### config.mk
export PLATFORM = sky130hd
export DESIGN_NAME = uart_rx_pop_buffer
export DESIGN_NICKNAME = d
export VERILOG_FILES = /design/src/rtl/uart_rx_pop_buffer.sv
export SDC_FILE = /design/constraint.sdc
export NUM_CORES = 1
export LEC_CHECK = 0
export CORE_MARGIN = 2
export CORE_UTILIZATION = 52
export DETAILED_ROUTE_END_ITERATION = 7
export DONT_BUFFER_PORTS = 1
export PLACE_DENSITY = 0.77
export SLEW_MARGIN = 20
export SYNTH_ARGS = -nofsm -noshare
export SYNTH_HDL_FRONTEND = slang
export SYNTH_SLANG_ARGS = --single-unit
export TNS_END_PERCENT = 30
### constraint.sdc
create_clock -name clk -period 3.15 [get_ports clk]
set_input_delay 0.315 -clock clk [delete_from_list [all_inputs] [get_ports clk]]
set_output_delay 0.315 -clock clk [all_outputs]
set_load 0.005 [all_outputs]
### src/rtl/uart_rx_pop_buffer.sv
module uart_rx_pop_buffer #(
  parameter int DEPTH     = 6,
  parameter int DW        = 8,
  parameter int AW        = 4,
  parameter int DATA_ADDR = 0,
  localparam int PTR_W    = (DEPTH > 1) ? $clog2(DEPTH) : 1,
  localparam int CNT_W    = $clog2(DEPTH + 1)
) (
  input  logic             clk,
  input  logic             rst_n,
  input  logic             rx_start,
  input  logic             rx_stop,
  input  logic             push_valid,
  input  logic [DW-1:0]    push_data,
  input  logic             rd_en,
  input  logic [AW-1:0]    rd_addr,
  output logic [DW-1:0]    rd_data,
  output logic [CNT_W-1:0] free_slots,
  output logic             rdy_evt
);
  logic [DW-1:0]    mem [DEPTH];
  logic [PTR_W-1:0] head, tail, head_nxt;
  logic [CNT_W-1:0] count;
  logic [CNT_W:0]   tail_sum;
  logic             started;

  wire full = (count == CNT_W'(DEPTH));
  wire push = push_valid && !full;
  wire pop  = rd_en && (rd_addr == AW'(DATA_ADDR)) && started && (count != '0);

  always_comb begin
    tail_sum = (CNT_W+1)'(head) + (CNT_W+1)'(count);
    if (tail_sum >= (CNT_W+1)'(DEPTH)) tail_sum = tail_sum - (CNT_W+1)'(DEPTH);
    tail = tail_sum[PTR_W-1:0];
  end

  assign head_nxt   = (head == PTR_W'(DEPTH - 1)) ? '0 : head + 1'b1;
  assign rd_data    = mem[head];
  assign free_slots = started ? CNT_W'(DEPTH) - count : '0;

  always_ff @(posedge clk) begin
    if (!rst_n) begin
      head    <= '0;
      count   <= '0;
      started <= 1'b0;
      rdy_evt <= 1'b0;
      for (int i = 0; i < DEPTH; i++) mem[i] <= '0;
    end else begin
      if (rx_stop)       started <= 1'b0;
      else if (rx_start) started <= 1'b1;
      if (push) mem[tail] <= push_data;
      if (pop)  head <= head_nxt;
      case ({push, pop})
        2'b10:   count <= count + 1'b1;
        2'b01:   count <= count - 1'b1;
        default: count <= count;
      endcase
      rdy_evt <= push || (pop && count > CNT_W'(1));
    end
  end
endmodule


== Yosys cells after proc, flatten, opt, wreduce, memory -nomap -nowiden ==
Memories as Yosys holds them, arrays and structs flattened. A register that Yosys moved wholly into a read port is not among the register bits.
Index checks and enable logic that the tools add are counted.

* Memories: 1
* Input port bits: 18
* Output and inout port bits: 12
* Memory bits (writable): 48
* Word-level logic and storage cells: 43
* Register bits after elaboration: 8

{| class="wikitable"
|+ Memories
! memory !! depth !! bits a word !! rd ports !! clocked after Yosys merged registers in !! wr ports !! line !! source
|-
| mem || 6 || 8 || 1 || 1 || 6 || 21 || <nowiki>logic [DW-1:0] mem [DEPTH];</nowiki>
|}

* Mux-type cells: 13
* Bitwise logic cells: 1
* $lt $le $gt $ge: 2
* Eq/ne operators: 4
* Add/sub/neg operators: 6
* Reductions and logical operators: 12

{| class="wikitable"
|+ Operators by type and width
! kind !! number
|-
| $mux W3 || 6
|-
| $mux W8 || 1
|-
| $reduce_or A8 Y1 || 1
|-
| $add A3 B1 Y3 const B || 2
|-
| $eq A3 B3 Y1 const B || 2
|-
| $pmux W3 S2 || 1
|-
| $logic_and A1 B1 Y1 || 5
|-
| $mux W1 || 5
|-
| $add A3 B3 Y4 || 1
|-
| $ge A4 B3 Y1 const B || 1
|-
| $logic_not A4 Y1 || 1
|-
| $gt A3 B1 Y1 const B || 1
|-
| $reduce_bool A3 Y1 || 1
|-
| $sub A3 B1 Y3 const B || 1
|-
| $sub A3 B3 Y3 const A || 1
|-
| $sub A3 B3 Y3 const B || 1
|-
| $eq A2 B1 Y1 const B || 1
|-
| $eq A2 B2 Y1 const B || 1
|-
| $reduce_bool A2 Y1 || 1
|-
| $reduce_or A2 Y1 || 1
|-
| $logic_not A1 Y1 || 1
|-
| $logic_or A1 B1 Y1 || 1
|-
| $not A1 Y1 || 1
|}

== Depth between registers and ports, before layout ==
* Depth in word-level cells: 8
* Mapped depth: 8

== Worst setup path before layout ==
Ideal clock, no wire load.

* Path type: register to register
* From: register count[0]
* To: memory mem[4][0], enable pin
* Period minus slack after synthesis: 2661 ps
* Library setup time: 384 ps
* Setup slack: 489 ps
* Arrival time: 2277 ps
* Required time: 2766 ps
* Cell stages (with the launch flop): 7
* Path through: dfxtp_1 > ha_1 > fa_1 > xnor2_2 > a2111oi_4 > nor2_1 > o21ai_0

{| class="wikitable"
|+ RTL lines
! element !! line !! source
|-
| from (decl) || 23 || <nowiki>logic [CNT_W-1:0] count;</nowiki>
|-
| from (signal assigned) || 54 || <nowiki>2'b10: count <= count + 1'b1;</nowiki>
|-
| from (signal assigned) || 55 || <nowiki>2'b01: count <= count - 1'b1;</nowiki>
|-
| from (signal assigned) || 56 || <nowiki>default: count <= count;</nowiki>
|-
| to (decl) || 21 ||
|}

==> flow_metrics.py <==
metrics = {
    "run_status": {
        "outcome": "finished clean",
    },
    "critical_path": {
        "cp_data_required_time_ns": 3.15,
        "r2r_end": "mem[2][3]$_SDFFCE_PN0P_",
        "cp_max_fo": 9,
        "reg2reg_from": "count[0]$_SDFFE_PN0P_",
        "arrival_ns": 2.74,
        "r2r_cells": 6,
        "end_kind": "flip-flop",
        "critPathLaunch": "count[0]$_SDFFE_PN0P_",
        "crit_type": "reg2reg",
        "start_kind": "flip-flop",
        "r2r_slack_ns": 0.41,
    },
    "logic_synthesis": {
        "synth_edf_count": 64,
        "syn_area_sq_um": 3610,
        "synthDistinctLibCells": 45,
        "synth_ff_type": "edfxtp_1",
        "yosys_warnings": 0,
        "yosysMostFrequentCell": "edfxtp_1",
        "synthArstFlopShare": 0,
        "synth_top_area_frac": 0.533,
        "synthTopCellsByArea": "edfxtp_1, mux4_1, dfxtp_1",
        "synth_nets": 272,
        "syn_area_per_cell_sq_um": 14.8,
        "synth_seq_area_share": 0.594,
        "synth_top_cell_by_area": "edfxtp_1",
        "synthCells": 244,
        "synth_common_cells": "edfxtp_1, and2_1, nor2_1, mux4_1",
        "ys_ff_latch": 75,
    },
    "layout": {
        "layout.nets": 286,
        "syn_to_final_growth_pct": 7.84,
        "stdcell_count": 342,
        "drive_gt1_frac": 0.149,
        "fillCellCount": 529,
        "n_antenna_cell": 0,
    },
    "placed_design": {
        "io_buffers": 0,
        "gp_congestion": 0.760,
        "placed_cells": 327,
        "place_ws_ns": 0.430,
        "dpl.hpwl_um": 4810,
    },
    "clocking": {
        "cts_tree": "built",
        "root_buffer": "clkbuf_8",
        "h-tree-depth": 3,
        "hold_buffers": 0,
        "cts_buffers": 9,
        "clockBufferDepth": 2,
        "ctsResizeCount": 0,
        "clk_pin_slew_ns": 0.07,
        "post_cts_buffers": 0,
        "clkSinkCount": 75,
        "clk_latency_ns": 0.34,
    },
    "drt": {
        "drc": 0,
        "ant_nets": 0,
        "drt_iter0_drc": 114,
        "viasPerCell": 5.98,
        "routedWlPerCell_um": 19.9,
        "drtPass1Iterations": 4,
        "route.vias.total": 2045,
        "wl_um": 6820,
    },
    "sta": {
        "finalCritPeriodShare": 0.871,
        "setup_tns_ns": 0,
        "grt_setup_unrepaired": "false",
        "max_freq_ghz": 0.364,
        "final.setup.worst_slack_ns": 0.406,
        "slew_violations": 0,
        "relSlewSlack": 0.545,
        "setup_viol": 0,
        "finalCriticalPeriod_ns": 2.74,
        "final-hold-violation-count": 0,
        "tightestPinTransition_ns": 0.681,
        "holdWs_ns": 0.0379,
        "final.setup_skew_ns": 0.00532,
    },
    "floorplan": {
        "num_rows": 30,
        "dieArea_sq_um": 7620,
        "dieWidth_um": 87.3,
        "die_y_um": 87.3,
        "coreArea_sq_um": 6760,
        "start_util": 0.534,
        "ios": 30,
    },
    "hold_path": {
        "hold_depth": 1,
        "hold_path_class": "in2reg",
        "hp-start": "rx_stop",
        "min_to": "started$_SDFFE_PP0P_",
    },
    "grt": {
        "grt-busiest-layer": "met2",
        "grt_antenna_before_repair": 0,
        "grt_pass1_wl_um": 10600,
        "grt_max_degree": 20,
        "use_met3": 0.0521,
        "grt_remaining_overflow": 0,
        "track_usage": 0.194,
        "grt_use_met1": 0.244,
        "grt_pass1_vias": 2076,
        "use_met2": 0.314,
    },
    "flow_run": {
        "cap_violations": 0,
    },
    "power": {
        "total_power_uw": 1870,
        "leakage_uw": 0.00149,
        "power_density_nw_per_um2": 482,
        "ir_drop_mv": 0.209,
    },
}
how the worst max path moves through the flow:
stage          slack, ns                      end
2_1_floorplan       0.49  mem[4][0]$_SDFFCE_PN0P_
3_3_place_gp        0.57  mem[0][4]$_SDFFCE_PN0P_
3_5_place_dp        0.43  mem[2][0]$_SDFFCE_PN0P_
4_1_cts             0.40  mem[2][3]$_SDFFCE_PN0P_
5_1_grt             0.22  mem[2][3]$_SDFFCE_PN0P_
6_report            0.41  mem[2][3]$_SDFFCE_PN0P_
critical path: stages, from the launching register on:
cell	delay, ns
dfxtp_1	0.37
ha_1	0.25
fa_1	0.44
xnor2_2	0.34
nand4_1	0.22
a21oi_2	0.36
nand2b_1	0.42
layout make-up:
type	instances	area [sq um]	area share
Sequential cell	75	2140	0.550
Clock inverter	2	13.8	0.00354
Multi-Input combinational cell	147	1360	0.349
Clock buffer	13	139	0.0357
Timing Repair Buffer	12	90.1	0.0232
Tap cell	80	100	0.0257
Inverter	13	48.8	0.0125
report_power, final:
part | internal, uW | switching [uW]
clock | 283 | 328
sequential | 1120 | 14.2
combinational | 54.0 | 76.0
total | 1460 | 418
sequential cells by signal (all words and copies together) (netlist names), named ones only:
name,cells
count,3
rdy_evt,1
head,3
mem,64
started,1
cell families after synthesis:
group,synth area share
compound gates,0.0579
xor+xnor,0.0166
fa+ha+maj,0.0368
buf+inv,0.0319
flops,0.594
mux,0.144
simple gates,0.119
cells in the final DEF (no fill, tap or decap), drive strengths merged, types with 2 or more instances in the layout:
cell type,instances
a22o,2
edfxtp,64
dfxtp,11
a21boi,5
nor3b,3
nand2,13
o21ai,6
nor2,17
clkinv,2
nand3,2
xor2,2
nand2b,2
and2,31
clkbuf,13
mux4,16
mux2,8
buf,12
inv,13
a21oi,7
nor4,3
ha,9
or3,2
xnor2,4
nand4,2
routing by layer:
| metal | wire [um] | up-vias |
|---|---|---|
| li1 | - | 948 |
| met1 | 2700 | 1022 |
| met2 | 3560 | 63 |
| met3 | 419 | 12 |
| met4 | 132 | 0 |
| met5 | 0 | - |
metrics by stage:
| step | cell area (sq um) | util |
|---|---|---|
| after floorplan | 3610 | - |
| after global placement | 3740 | 0.553 |
| after detailed placement | 3740 | 0.553 |
| after CTS | 3890 | 0.576 |
| after global routing | 3890 | 0.576 |
| final | 3890 | 0.576 |
No activity file was read; power rests on OpenSTA's default activity.
